===== config.mk =====
export PLATFORM = sky130hd
export DESIGN_NAME = flash_byte_seq
export DESIGN_NICKNAME = d
export VERILOG_FILES = /design/src/rtl/flash_byte_seq_pkg.sv /design/src/rtl/fbs_packer.sv /design/src/rtl/fbs_starve_timer.sv /design/src/rtl/flash_byte_seq.sv
export SDC_FILE = /design/constraint.sdc
export NUM_CORES = 1
export LEC_CHECK = 0
export BUFFER_PORTS_ARGS = -buffer_cell sky130_fd_sc_hd__buf_2
export CORE_UTILIZATION = 55
export DETAILED_ROUTE_END_ITERATION = 8
export GPL_ROUTABILITY_DRIVEN = 0
export HOLD_SLACK_MARGIN = 0.06
export MAX_ROUTING_LAYER = met4
export PLACE_DENSITY = 0.72
export SYNTH_ARGS = -nofsm -noshare
export SYNTH_HDL_FRONTEND = slang
export SYNTH_HIERARCHICAL = 1
export SYNTH_SLANG_ARGS = --single-unit

===== constraint.sdc =====
create_clock -name clk -period 3.9 [get_ports clk]
set_input_delay 0.585 -clock clk [delete_from_list [all_inputs] [get_ports clk]]
set_output_delay 0.585 -clock clk [all_outputs]
set_load 0.01 [all_outputs]

===== src/rtl/flash_byte_seq_pkg.sv =====
package flash_byte_seq_pkg;
    localparam int REG_AW = 2;
    localparam logic [REG_AW-1:0] ADDR_CTRL   = 2'd0;
    localparam logic [REG_AW-1:0] ADDR_LEN_LO = 2'd1;
    localparam logic [REG_AW-1:0] ADDR_LEN_HI = 2'd2;
    localparam logic [REG_AW-1:0] ADDR_DATA   = 2'd3;
    localparam logic [4:0]        SRC_TRIG_ID = 5'b10010;
endpackage


===== src/rtl/fbs_packer.sv =====
module fbs_packer #(
    parameter int BYTES = 4
) (
    input  logic                 clk,
    input  logic                 rst_n,
    input  logic                 clear,
    input  logic                 in_vld,
    input  logic [7:0]           in_byte,
    input  logic                 out_ready,
    output logic [BYTES*8-1:0]   out_word,
    output logic                 out_vld
);
    localparam int WORD_W = BYTES * 8;
    localparam int IDX_W  = (BYTES > 1) ? $clog2(BYTES) : 1;
    localparam logic [IDX_W-1:0] LAST_IDX = IDX_W'(BYTES - 1);

    typedef struct packed {
        logic [IDX_W-1:0]  idx;
        logic [WORD_W-1:0] part;
        logic [WORD_W-1:0] word;
        logic              vld;
    } pk_t;

    pk_t st_q, st_d;

    always_comb begin
        st_d = st_q;
        if (st_q.vld && out_ready)
            st_d.vld = 1'b0;
        if (clear) begin
            st_d.idx = '0;
        end else if (in_vld) begin
            st_d.part[st_q.idx*8 +: 8] = in_byte;
            if (st_q.idx == LAST_IDX) begin
                st_d.word = st_d.part;
                st_d.vld  = 1'b1;
                st_d.idx  = '0;
            end else begin
                st_d.idx = st_q.idx + 1'b1;
            end
        end
    end

    always_ff @(posedge clk or negedge rst_n) begin
        if (!rst_n) st_q <= '0;
        else        st_q <= st_d;
    end

    assign out_word = st_q.word;
    assign out_vld  = st_q.vld;

    p_word_held_r4: assert property (@(posedge clk) disable iff (!rst_n)
        (out_vld && !out_ready) |=> (out_vld && $stable(out_word)));
endmodule


===== src/rtl/fbs_starve_timer.sv =====
module fbs_starve_timer #(
    parameter int TIMEOUT_CYC = 4000
) (
    input  logic clk,
    input  logic rst_n,
    input  logic restart,
    input  logic waiting,
    output logic expired
);
    localparam int CNT_W = $clog2(TIMEOUT_CYC + 1);
    localparam logic [CNT_W-1:0] LOAD = CNT_W'(TIMEOUT_CYC);

    logic [CNT_W-1:0] cnt_q, cnt_d;

    always_comb begin
        cnt_d = cnt_q;
        if (restart)
            cnt_d = LOAD;
        else if (waiting && cnt_q != '0)
            cnt_d = cnt_q - 1'b1;
    end

    always_ff @(posedge clk or negedge rst_n) begin
        if (!rst_n) cnt_q <= LOAD;
        else        cnt_q <= cnt_d;
    end

    assign expired = waiting && !restart && (cnt_q == CNT_W'(1));

    p_idle_keeps_count_r7: assert property (@(posedge clk) disable iff (!rst_n)
        (!waiting && !restart) |=> $stable(cnt_q));
endmodule


===== src/rtl/flash_byte_seq.sv =====
module flash_byte_seq
    import flash_byte_seq_pkg::*;
#(
    parameter int LEN_W       = 16,
    parameter int TIMEOUT_CYC = 4000
) (
    input  logic              clk,
    input  logic              rst_n,
    input  logic              reg_wr_en,
    input  logic [REG_AW-1:0] reg_addr,
    input  logic [7:0]        reg_wdata,
    output logic              dma_req,
    output logic [4:0]        dma_trig_id,
    output logic [31:0]       word_data,
    output logic              word_valid,
    input  logic              word_ready,
    output logic              write_busy,
    output logic              timeout_flag
);
    localparam int BYTES_PER_WORD = 4;

    typedef struct packed {
        logic             wr;
        logic             flag;
        logic [LEN_W-1:0] len;
        logic [LEN_W-1:0] left;
    } ctl_t;

    ctl_t st_q, st_d;
    logic start, byte_acc, finish, abort, expired, pk_clear;

    always_comb begin
        dma_req  = st_q.wr && !word_valid && (st_q.left != '0);
        start    = reg_wr_en && (reg_addr == ADDR_CTRL) && reg_wdata[0] && !st_q.wr;
        byte_acc = dma_req && reg_wr_en && (reg_addr == ADDR_DATA);
        finish   = st_q.wr && (st_q.left == '0) && (!word_valid || word_ready);
        abort    = expired && !byte_acc;
        pk_clear = start || finish || abort;

        st_d = st_q;
        if (reg_wr_en && reg_addr == ADDR_LEN_LO)
            st_d.len[7:0] = reg_wdata;
        if (reg_wr_en && reg_addr == ADDR_LEN_HI)
            st_d.len[LEN_W-1:8] = reg_wdata[LEN_W-9:0];
        if (start) begin
            st_d.wr   = 1'b1;
            st_d.flag = 1'b0;
            st_d.left = st_q.len;
        end else if (byte_acc) begin
            st_d.left = st_q.left - 1'b1;
        end else if (abort) begin
            st_d.wr   = 1'b0;
            st_d.flag = 1'b1;
        end else if (finish) begin
            st_d.wr = 1'b0;
        end
    end

    always_ff @(posedge clk or negedge rst_n) begin
        if (!rst_n) st_q <= '0;
        else        st_q <= st_d;
    end

    fbs_packer #(.BYTES(BYTES_PER_WORD)) u_packer (
        .clk       (clk),
        .rst_n     (rst_n),
        .clear     (pk_clear),
        .in_vld    (byte_acc),
        .in_byte   (reg_wdata),
        .out_ready (word_ready),
        .out_word  (word_data),
        .out_vld   (word_valid)
    );

    fbs_starve_timer #(.TIMEOUT_CYC(TIMEOUT_CYC)) u_timer (
        .clk     (clk),
        .rst_n   (rst_n),
        .restart (start || byte_acc),
        .waiting (dma_req),
        .expired (expired)
    );

    assign dma_trig_id  = SRC_TRIG_ID;
    assign write_busy   = st_q.wr;
    assign timeout_flag = st_q.flag;

    p_first_req_r2: assert property (@(posedge clk) disable iff (!rst_n)
        (start && st_q.len != '0) |=> dma_req);
    p_req_only_busy_r2: assert property (@(posedge clk) disable iff (!rst_n)
        dma_req |-> (write_busy && !word_valid));
    p_abort_clears_r7: assert property (@(posedge clk) disable iff (!rst_n)
        abort |=> (!write_busy && timeout_flag));
    p_flag_sticky_r9: assert property (@(posedge clk) disable iff (!rst_n)
        (timeout_flag && !start) |=> timeout_flag);
    p_busy_ignores_start_r1: assert property (@(posedge clk) disable iff (!rst_n)
        (write_busy && !byte_acc && !finish && !abort) |=> ($stable(st_q.left) && write_busy));
endmodule


== Yosys cells after proc, flatten, opt, wreduce, memory -nomap -nowiden ==
Index checks and enable logic that the tools add are counted.

* Add/sub/neg operators: 4
* Multiply operators: 0
* Div/mod/pow operators: 0
* Order comparisons: 0
* Equality and inequality tests: 6
* Shift operators: 2
* Multiplexer cells: 16
* Bitwise operators: 1
* Reduce and logical (&&, ||, !) cells: 37

{| class="wikitable"
|+ Operators with widths
! kind !! count
|-
| $mux W67 || 1
|-
| $neg A5 Y34 || 1
|-
| $shift A8 B34 Y32 const A || 1
|-
| $shiftx A8 B34 Y32 || 1
|-
| $mux W33 || 1
|-
| $bwmux W32 || 1
|-
| $mux W16 || 2
|-
| $mux W12 || 2
|-
| $logic_and A1 B1 Y1 || 16
|-
| $logic_not A16 Y1 || 1
|-
| $reduce_bool A16 Y1 || 1
|-
| $sub A16 B1 Y16 const B || 1
|-
| $eq A12 B1 Y1 const B || 1
|-
| $reduce_bool A12 Y1 || 1
|-
| $sub A12 B1 Y12 const B || 1
|-
| $mux W2 || 4
|-
| $reduce_bool A2 Y1 || 4
|-
| $eq A2 B2 Y1 const B || 3
|-
| $reduce_and A2 Y1 || 3
|-
| $mux W1 || 5
|-
| $logic_not A1 Y1 || 4
|-
| $logic_or A1 B1 Y1 || 4
|-
| $reduce_and A3 Y1 || 1
|-
| $reduce_bool A3 Y1 || 1
|-
| other kinds (5) || 5
|}

* Register bits: 113
* Latch bits: 0
* RAM bits: 0
* Memory bits (read-only): 0
* Input bits: 14
* Output and inout port bits: 41
* Logic and storage cells: 76
* Memories kept: 0

== Depth between registers and ports, before layout ==
Gate-level depths: netlist of the first run.

* Word-level depth: 13
* Mapped depth: 14
* Mapped depth without buffers: 11

== By module ==
Netlist of the first run, hierarchy kept.

{| class="wikitable"
|+ Modules (own cells, without submodules)
! module !! instances !! cells each !! area an instance (um^2) !! seq. area each (um^2)
|-
| fbs_packer || 1 || 312 || 3263.1 || 1676.6
|-
| flash_byte_seq || 1 || 166 || 1788.0 || 850.8
|-
| fbs_starve_timer || 1 || 74 || 752.0 || 307.8
|}

== Least setup slack after synthesis of the first run ==
No wires, ideal clock.

* Kind: reg-to-reg
* Start: register, netlist name st_q[0]
* End: register u_packer/st_q[41] (netlist name)
* Setup time: 0.121 ns
* Data arrival time: 2.921 ns
* Required time: 3.779 ns
* Path slack: 0.858 ns
* Cell stages (with the launch flop): 14
* Buffers on the path: 2
* Period minus slack after synthesis: 3.042 ns
* Path through: dfrtp_1 -> inv_1 -> ha_1 -> nor4b_2 -> and4_1 -> nor3_1 -> nand4b_1 -> nor3_1 -> a221o_1 -> nor2b_1 -> buf_2 -> and2_1 -> buf_6 -> a22o_1

{| class="wikitable"
|+ RTL lines
! item !! line !! text
|-
| end signal: assignment || fbs_packer.sv:46 || <nowiki>else st_q <= st_d;</nowiki>
|-
| end: declaration || fbs_packer.sv:24 || <nowiki>pk_t st_q, st_d;</nowiki>
|}

==> impl_metrics.csv, run 1 <==
group,metric,value,unit
layout,final_nets,589,
layout,multi_input_area,2490,sq um
layout,drive_above_1_share,22.0,%
power_and_ir_drop,combPwrFrac,32.2,%
outcome,status,"complete, no violations",
floorplan,start_util,56.5,%
power_and_ir_drop,ir_drop,0.000411,V
timing,fmax,298,MHz
floorplan,row_count,37,
placement,io_buffers,49,
clock_tree,path_clk_slew,0.05,ns
critical_path,crit_type,"reg -> reg",
timing,period_minus_slack,3.35,ns
power_and_ir_drop,seqPwrFrac,39.9,%
critical_path,crit_family,"simple AND/OR/NAND/NOR gates",
drt,drc,0,
floorplan,ios,55,
synthesis,synthFlopType,"dfrtp_1",
layout,diodes,0,
floorplan,coreArea,10300,sq um
clock_tree,cts_max_level,4,
synthesis,synth.area.top_cells,"dfrtp_1 (46%), buf_4 (5.3%), a21oi_1 (5.0%)",
hold_path,hold_class,"in -> async",
timing,max_slew_margin,53.8,%
critical_path,critPathSlowestCell,"nor2b_1",
grt,grt_max_degree,61,
drt,drt_first_iter_violations,228,
placement,hpwlAfterDp,8.05,mm
power_and_ir_drop,power.net_switching,1.67,mW
clock_tree,cts-root-buf,"clkbuf_8",
drt,vias_per_cell,5.83,
grt,track_usage,25.2,%
power_and_ir_drop,finalPower,4.80,mW
layout,final-seq-area,2840,sq um
power_and_ir_drop,power.internal,3.13,mW
clock_tree,cts_sinks,113,
timing,setup_viol,0,
power_and_ir_drop,clkPwrFrac,27.9,%
critical_path,cp.buffers_inverters,2,
timing,finalHoldViolations,0,
drt,antenna_left,0,
timing,rsz0062_at_grt,"no",
synthesis,ys_ff_latch,113,
critical_path,end_kind,"flop",
timing,clock-skew-final,0.0119,ns
power_and_ir_drop,p_sw_share,34.8,%
synthesis,yosysUniqueCellTypes,70,
synthesis,async_reset_ff_share,100,%
clock_tree,post_cts_buffers,0,
power_and_ir_drop,powerDensity,753,nW/um^2
timing,maxSlewViolCount,0,
synthesis,synth_cells,552,
clock_tree,numCtsBuffers,17,
synthesis,synth_edf_count,0,
drt,dr.pass1.iters,4,
timing,finalCritPeriodShare,86.0,%
critical_path,worst-path-max-fanout,10,
timing,tightest_slew,0.693,ns
drt,routed_wl,12.3,mm
floorplan,die-area,11000,sq um
floorplan,die_height,105,microns
layout,syn_to_final_growth,9.96,%
critical_path,crit_path_max_incr_delay,0.53,ns
critical_path,start_kind,"flop",
drt,vias,4157,
placement,pre_cts_ws,0.504,ns
clock_tree,ctsHoldBuffers,0,
drt,routedWlPerCell,17.3,microns
clock_tree,cts_buffer_depth,2,
power_and_ir_drop,p_leak,2.93,nW
synthesis,yosysSeqAreaShare,48.9,%
synthesis,netlist_area,5800,sq um
synthesis,synth_top_area_cell,"dfrtp_1",
synthesis,ys_warn_count,6,
grt,grt_pass1_wl,20.6,mm
critical_path,crit_chain,"inv_1, ha_1, nor4b_2, and4_1, nor3_1, buf_4, nand4b_1, nor3_1, a221o_1, nor2b_1, nand2_1, a22o_1",
clock_tree,cts.repair.resized,0,
critical_path,rrSetupSlack,0.55,ns
critical_path,cp.arrival,3.76,ns
grt,grt_overflow,0,
critical_path,cp_data_required_time,4.31,ns
grt,antenna_found_initial,0,
clock_tree,cts_tree,"yes",
timing,finalWorstSetupSlack,0.546,ns
floorplan,die_x,105,microns
synthesis,synth.avg_cell_area,10.5,sq um
clock_tree,clk_latency,0.53,ns
grt,grt_pass1_vias,3970,
layout,fillerInstances,880,
timing,fin_tns_setup,0,ns
critical_path,crit_path_frequent_cell,"nor3_1",
run,cap_violations,0,
synthesis,synth.top_cell.area_share,46.1,%
## kinds of logic after synthesis
| logic type | share of synthesized area (%) |
|---|---|
| other | 0.129 |
| adders and majority gates | 2.37 |
| DFF | 48.9 |
| AOI/OAI and AO/OA | 15.9 |
| buffers and inverters | 8.45 |
| muxes | 3.64 |
| and+or+nand+nor | 19.3 |
| xor gates and xnor gates | 1.36 |
## power groups by stage
stage | clock, mW | sequential (mW) | combinational [mW]
after floorplan | 0 | 1.85 | 1.33
after global placement | 0 | 1.91 | 1.49
after detailed placement | 0 | 1.92 | 1.54
after CTS | 1.36 | 1.91 | 1.55
after global routing | 1.42 | 1.97 | 1.72
final | 1.34 | 1.92 | 1.55
## cell usage after synthesis (all sizes together) (7+ instances only)
master	number
dfrtp	107
a21oi	58
buf	54
nor2	50
a22o	30
nand2	21
nor2b	21
mux2	17
o21ai	17
inv	12
nor3	12
clkbuf	11
ha	11
and2b	10
nand2b	10
nor4	9
a31oi	7
xor2	7
## cell type report
class / instances / share of cell area [%]
clock buffer: 26 / 7.65
clock inverter: 6 / 0.471
inverter: 12 / 0.706
multi-input combinational: 365 / 39.1
sequential: 113 / 44.4
tap: 136 / 2.67
timing repair buffer: 55 / 4.98
## metrics by stage
stage	cells	hold WS [ns]	cell area (sq um)	utilization, %
after global routing	713	0.158	6380	62.1
final	713	0.106	6380	62.1
after CTS	713	0.113	6380	62.1
after global placement	681	0.461	5860	57.0
after floorplan	555	0.289	5810	-
after detailed placement	681	0.471	5860	57.0
## layout by cell type (no fill, tap or decap), types with 11 or more instances in the layout
cell	netlist	routed
dfrtp_1	107	107
a21oi_1	58	58
nor2_1	50	50
buf_2	8	48
a22o_1	30	30
nor2b_1	21	21
nand2_1	20	20
mux2_2	17	17
clkbuf_16	0	16
inv_1	11	11
nor3_1	12	11
ha_1	11	11
## metal layers
layer  global-route usage, %  vias up  part of all wire, %
met5                       -        -                    0
met4                    9.66        0                  1.7
met3                    6.05       27                  5.7
met2                    35.0      127                   46
met1                    35.7     2046                   47
li1                        -     1957                    -
## worst paths after layout
kind | startpoint | depth (start not counted) | endpoint
worst max-delay path | st_q[0] | 12 | u_packer/st_q[52]
min in group clk | word_ready | 3 | u_packer/out_vld
worst min register to register | st_q[21] | 2 | st_q[5]
max in group asynchronous | rst_n | 2 | u_timer/cnt_q[11]
worst min-delay path | rst_n | 1 | st_q[29]
worst max register to register | st_q[0] | 12 | u_packer/st_q[52]
## registers in the layout, indices dropped and copies added, names as in the netlist
signal and count:
u_packer/st_q 34, st_q 32, u_packer/out_word 32, u_timer/cnt_q 12, timeout_flag 1, u_packer/out_vld 1, write_busy 1
Note: power is estimated with default switching activity, not from simulation.
==> run 2, diff against run 1 <==
--- a/config.mk
+++ b/config.mk
@@ -5,13 +5,13 @@
 export SDC_FILE = /design/constraint.sdc
 export NUM_CORES = 1
 export LEC_CHECK = 0
-export BUFFER_PORTS_ARGS = -buffer_cell sky130_fd_sc_hd__buf_2
 export CORE_UTILIZATION = 55
 export DETAILED_ROUTE_END_ITERATION = 8
+export DONT_BUFFER_PORTS = 1
 export GPL_ROUTABILITY_DRIVEN = 0
 export HOLD_SLACK_MARGIN = 0.06
 export MAX_ROUTING_LAYER = met4
-export PLACE_DENSITY = 0.72
+export PLACE_DENSITY_LB_ADDON = 0.05
 export SYNTH_ARGS = -nofsm -noshare
 export SYNTH_HDL_FRONTEND = slang
 export SYNTH_HIERARCHICAL = 1
==> run 2 against run 1 <==
Net effect: hold slack improved by 0.096 ns; sequential share of layout area rose by 1.9 points; cell count fell by 6.5%; total power fell by 4.3%; critical path type unchanged.
==> impl_metrics.csv, run 2 (synthesis results as in run 1) <==
group,metric,value,unit
outcome,status,"complete, no violations",
clock_tree,cts_max_level,4,
drt,dr.pass1.iters,4,
drt,routedWlPerCell,18.4,microns
drt,routed_wl,12.2,mm
clock_tree,cts_tree,"yes",
clock_tree,cts_sinks,113,
layout,final_core_util,59.6,%
timing,clock-skew-final,0.00815,ns
critical_path,cp.arrival,3.48,ns
layout,final_common_cell,"dfrtp_1",
timing,tightest_slew,0.577,ns
timing,fin_tns_setup,0,ns
timing,fmax,330,MHz
critical_path,worst-path-max-fanout,42,
clock_tree,path_clk_slew,0.05,ns
hold_path,hold_class,"in -> reg",
drt,vias_per_cell,5.91,
placement,pre_cts_ws,0.888,ns
floorplan,die_height,105,microns
clock_tree,clk_latency,0.52,ns
timing,maxSlewViolCount,0,
grt,antenna_found_initial,1,
power_and_ir_drop,clkPwrFrac,28.1,%
power_and_ir_drop,power.net_switching,1.60,mW
layout,regMostFlops,"u_packer/st_q",
drt,antenna_left,0,
grt,track_usage,25.5,%
run,cap_violations,0,
critical_path,crit_type,"reg -> reg",
layout,syn_to_final_growth,5.50,%
drt,drc,0,
floorplan,die-area,11000,sq um
critical_path,start_kind,"flop",
clock_tree,numCtsBuffers,17,
timing,finalWorstSetupSlack,0.866,ns
grt,grt_overflow,0,
drt,vias,3939,
power_and_ir_drop,p_leak,2.70,nW
grt,grt_pass1_vias,3991,
floorplan,row_count,37,
clock_tree,cts-root-buf,"clkbuf_8",
power_and_ir_drop,finalPower,4.60,mW
critical_path,cp.buffers_inverters,3,
power_and_ir_drop,p_sw_share,34.8,%
timing,finalCritPeriodShare,77.8,%
layout,layout_common_cells,"dfrtp_1 (107), a21oi_1 (58), nor2_1 (50)",
power_and_ir_drop,power.internal,3.00,mW
placement,hpwlAfterDp,7.86,mm
timing,whs,0.202,ns
floorplan,ios,55,
floorplan,coreArea,10300,sq um
timing,setup_viol,0,
power_and_ir_drop,ir_drop,0.000447,V
timing,finalHoldViolations,0,
power_and_ir_drop,combPwrFrac,28.2,%
grt,grt_pass1_wl,20.7,mm
timing,rsz0062_at_grt,"no",
critical_path,end_kind,"flop",
placement,io_buffers,0,
critical_path,crit_family,"simple AND/OR/NAND/NOR gates",
floorplan,start_util,56.5,%
power_and_ir_drop,powerDensity,751,nW/um^2
grt,grt_max_degree,114,
clock_tree,cts_buffer_depth,2,
timing,max_slew_margin,61.6,%
critical_path,critPathSlowestCell,"dfrtp_1",
timing,period_minus_slack,3.03,ns
critical_path,crit_chain,"inv_1, ha_1, nor4b_2, and4_1, nor3_1, buf_4, nand4b_1, nor3_1, a221o_1, and3b_2, buf_4, nor2_1, a21oi_1",
clock_tree,post_cts_buffers,0,
layout,largest_reg_flops,34,
critical_path,crit_path_max_incr_delay,0.39,ns
critical_path,cp_data_required_time,4.34,ns
drt,drt_first_iter_violations,233,
floorplan,die_x,105,microns
layout,final_nets,542,
layout,drive_above_1_share,13.6,%
power_and_ir_drop,seqPwrFrac,43.7,%
-- run 2: cell types whose count changed in the layout (fill, tap and decap cells not counted), sizes merged --
| cell | previous run | this run |
|---|---|---|
| clkinv | 6 | 1 |
| diode | 0 | 1 |
| dlygate4sd3 | 0 | 1 |
| buf | 55 | 7 |
| clkbuf | 26 | 31 |
-- run 2: path summary, 6_finish.rpt --
kind | startpoint | to | slack [ns] | depth (start not counted)
setup / recovery | st_q[0] | u_packer/out_word[7] | 0.87 | 13
hold / removal | reg_wdata[3] | u_packer/st_q[52] | 0.20 | 1
setup reg to reg | st_q[0] | u_packer/out_word[7] | 0.87 | 13
hold reg to reg | st_q[24] | st_q[8] | 0.48 | 2
max in group asynchronous | rst_n | u_timer/cnt_q[1] | 2.78 | 2
min in group asynchronous | rst_n | st_q[8] | 0.65 | 2
-- run 2: worst register-to-register path, cell delays in order (launching register included) --
cell and delay [ns]:
dfrtp_1 0.39, inv_1 0.13, ha_1 0.15, nor4b_2 0.29
and4_1 0.31, nor3_1 0.06, buf_4 0.18, nand4b_1 0.09
nor3_1 0.07, a221o_1 0.38, and3b_2 0.27, buf_4 0.36
nor2_1 0.12, a21oi_1 0.16
-- run 2: layout make-up --
type                       instances  area [sq um]
antenna                            1          2.50
clock buffer                      31           487
clock inverter                     1          5.00
inverter                          12          45.0
sequential                       113          2840
fill                             862          4160
multi-input combinational        365          2490
timing repair buffer               8          82.6
tap                              136           170
-- run 2: layer usage --
| metal | part of all wire [%] | track usage (%) | vias to the layer above |
|---|---|---|---|
| met1 | 48 | 34.8 | 1968 |
| met2 | 46 | 36.6 | 90 |
| met5 | 0 | - | - |
| met3 | 4.5 | 6.30 | 18 |
| li1 | - | - | 1863 |
| met4 | 1.6 | 10.1 | 0 |
-- run 2: repair_timing --
action,4_1_cts,5_1_grt
gates resized for setup,0,0
hold buffers,2,0
endpoints found under the hold margin,113,0
-- run 2: metrics by stage --
step | instance area [sq um] | instances
3_3_place_gp | 5590 | 632
6_report | 6120 | 667
2_1_floorplan | 5810 | 555
3_5_place_dp | 5590 | 632
5_1_grt | 6120 | 667
4_1_cts | 6120 | 666
-- run 2: power by group through the flow --
stage	clock network [mW]	registers [mW]	logic (mW)
after global routing	1.38	2.07	1.46
after CTS	1.33	2.01	1.30
after global placement	0	2.01	1.22
after detailed placement	0	2.02	1.26
after floorplan	0	1.85	1.33
final	1.29	2.01	1.30
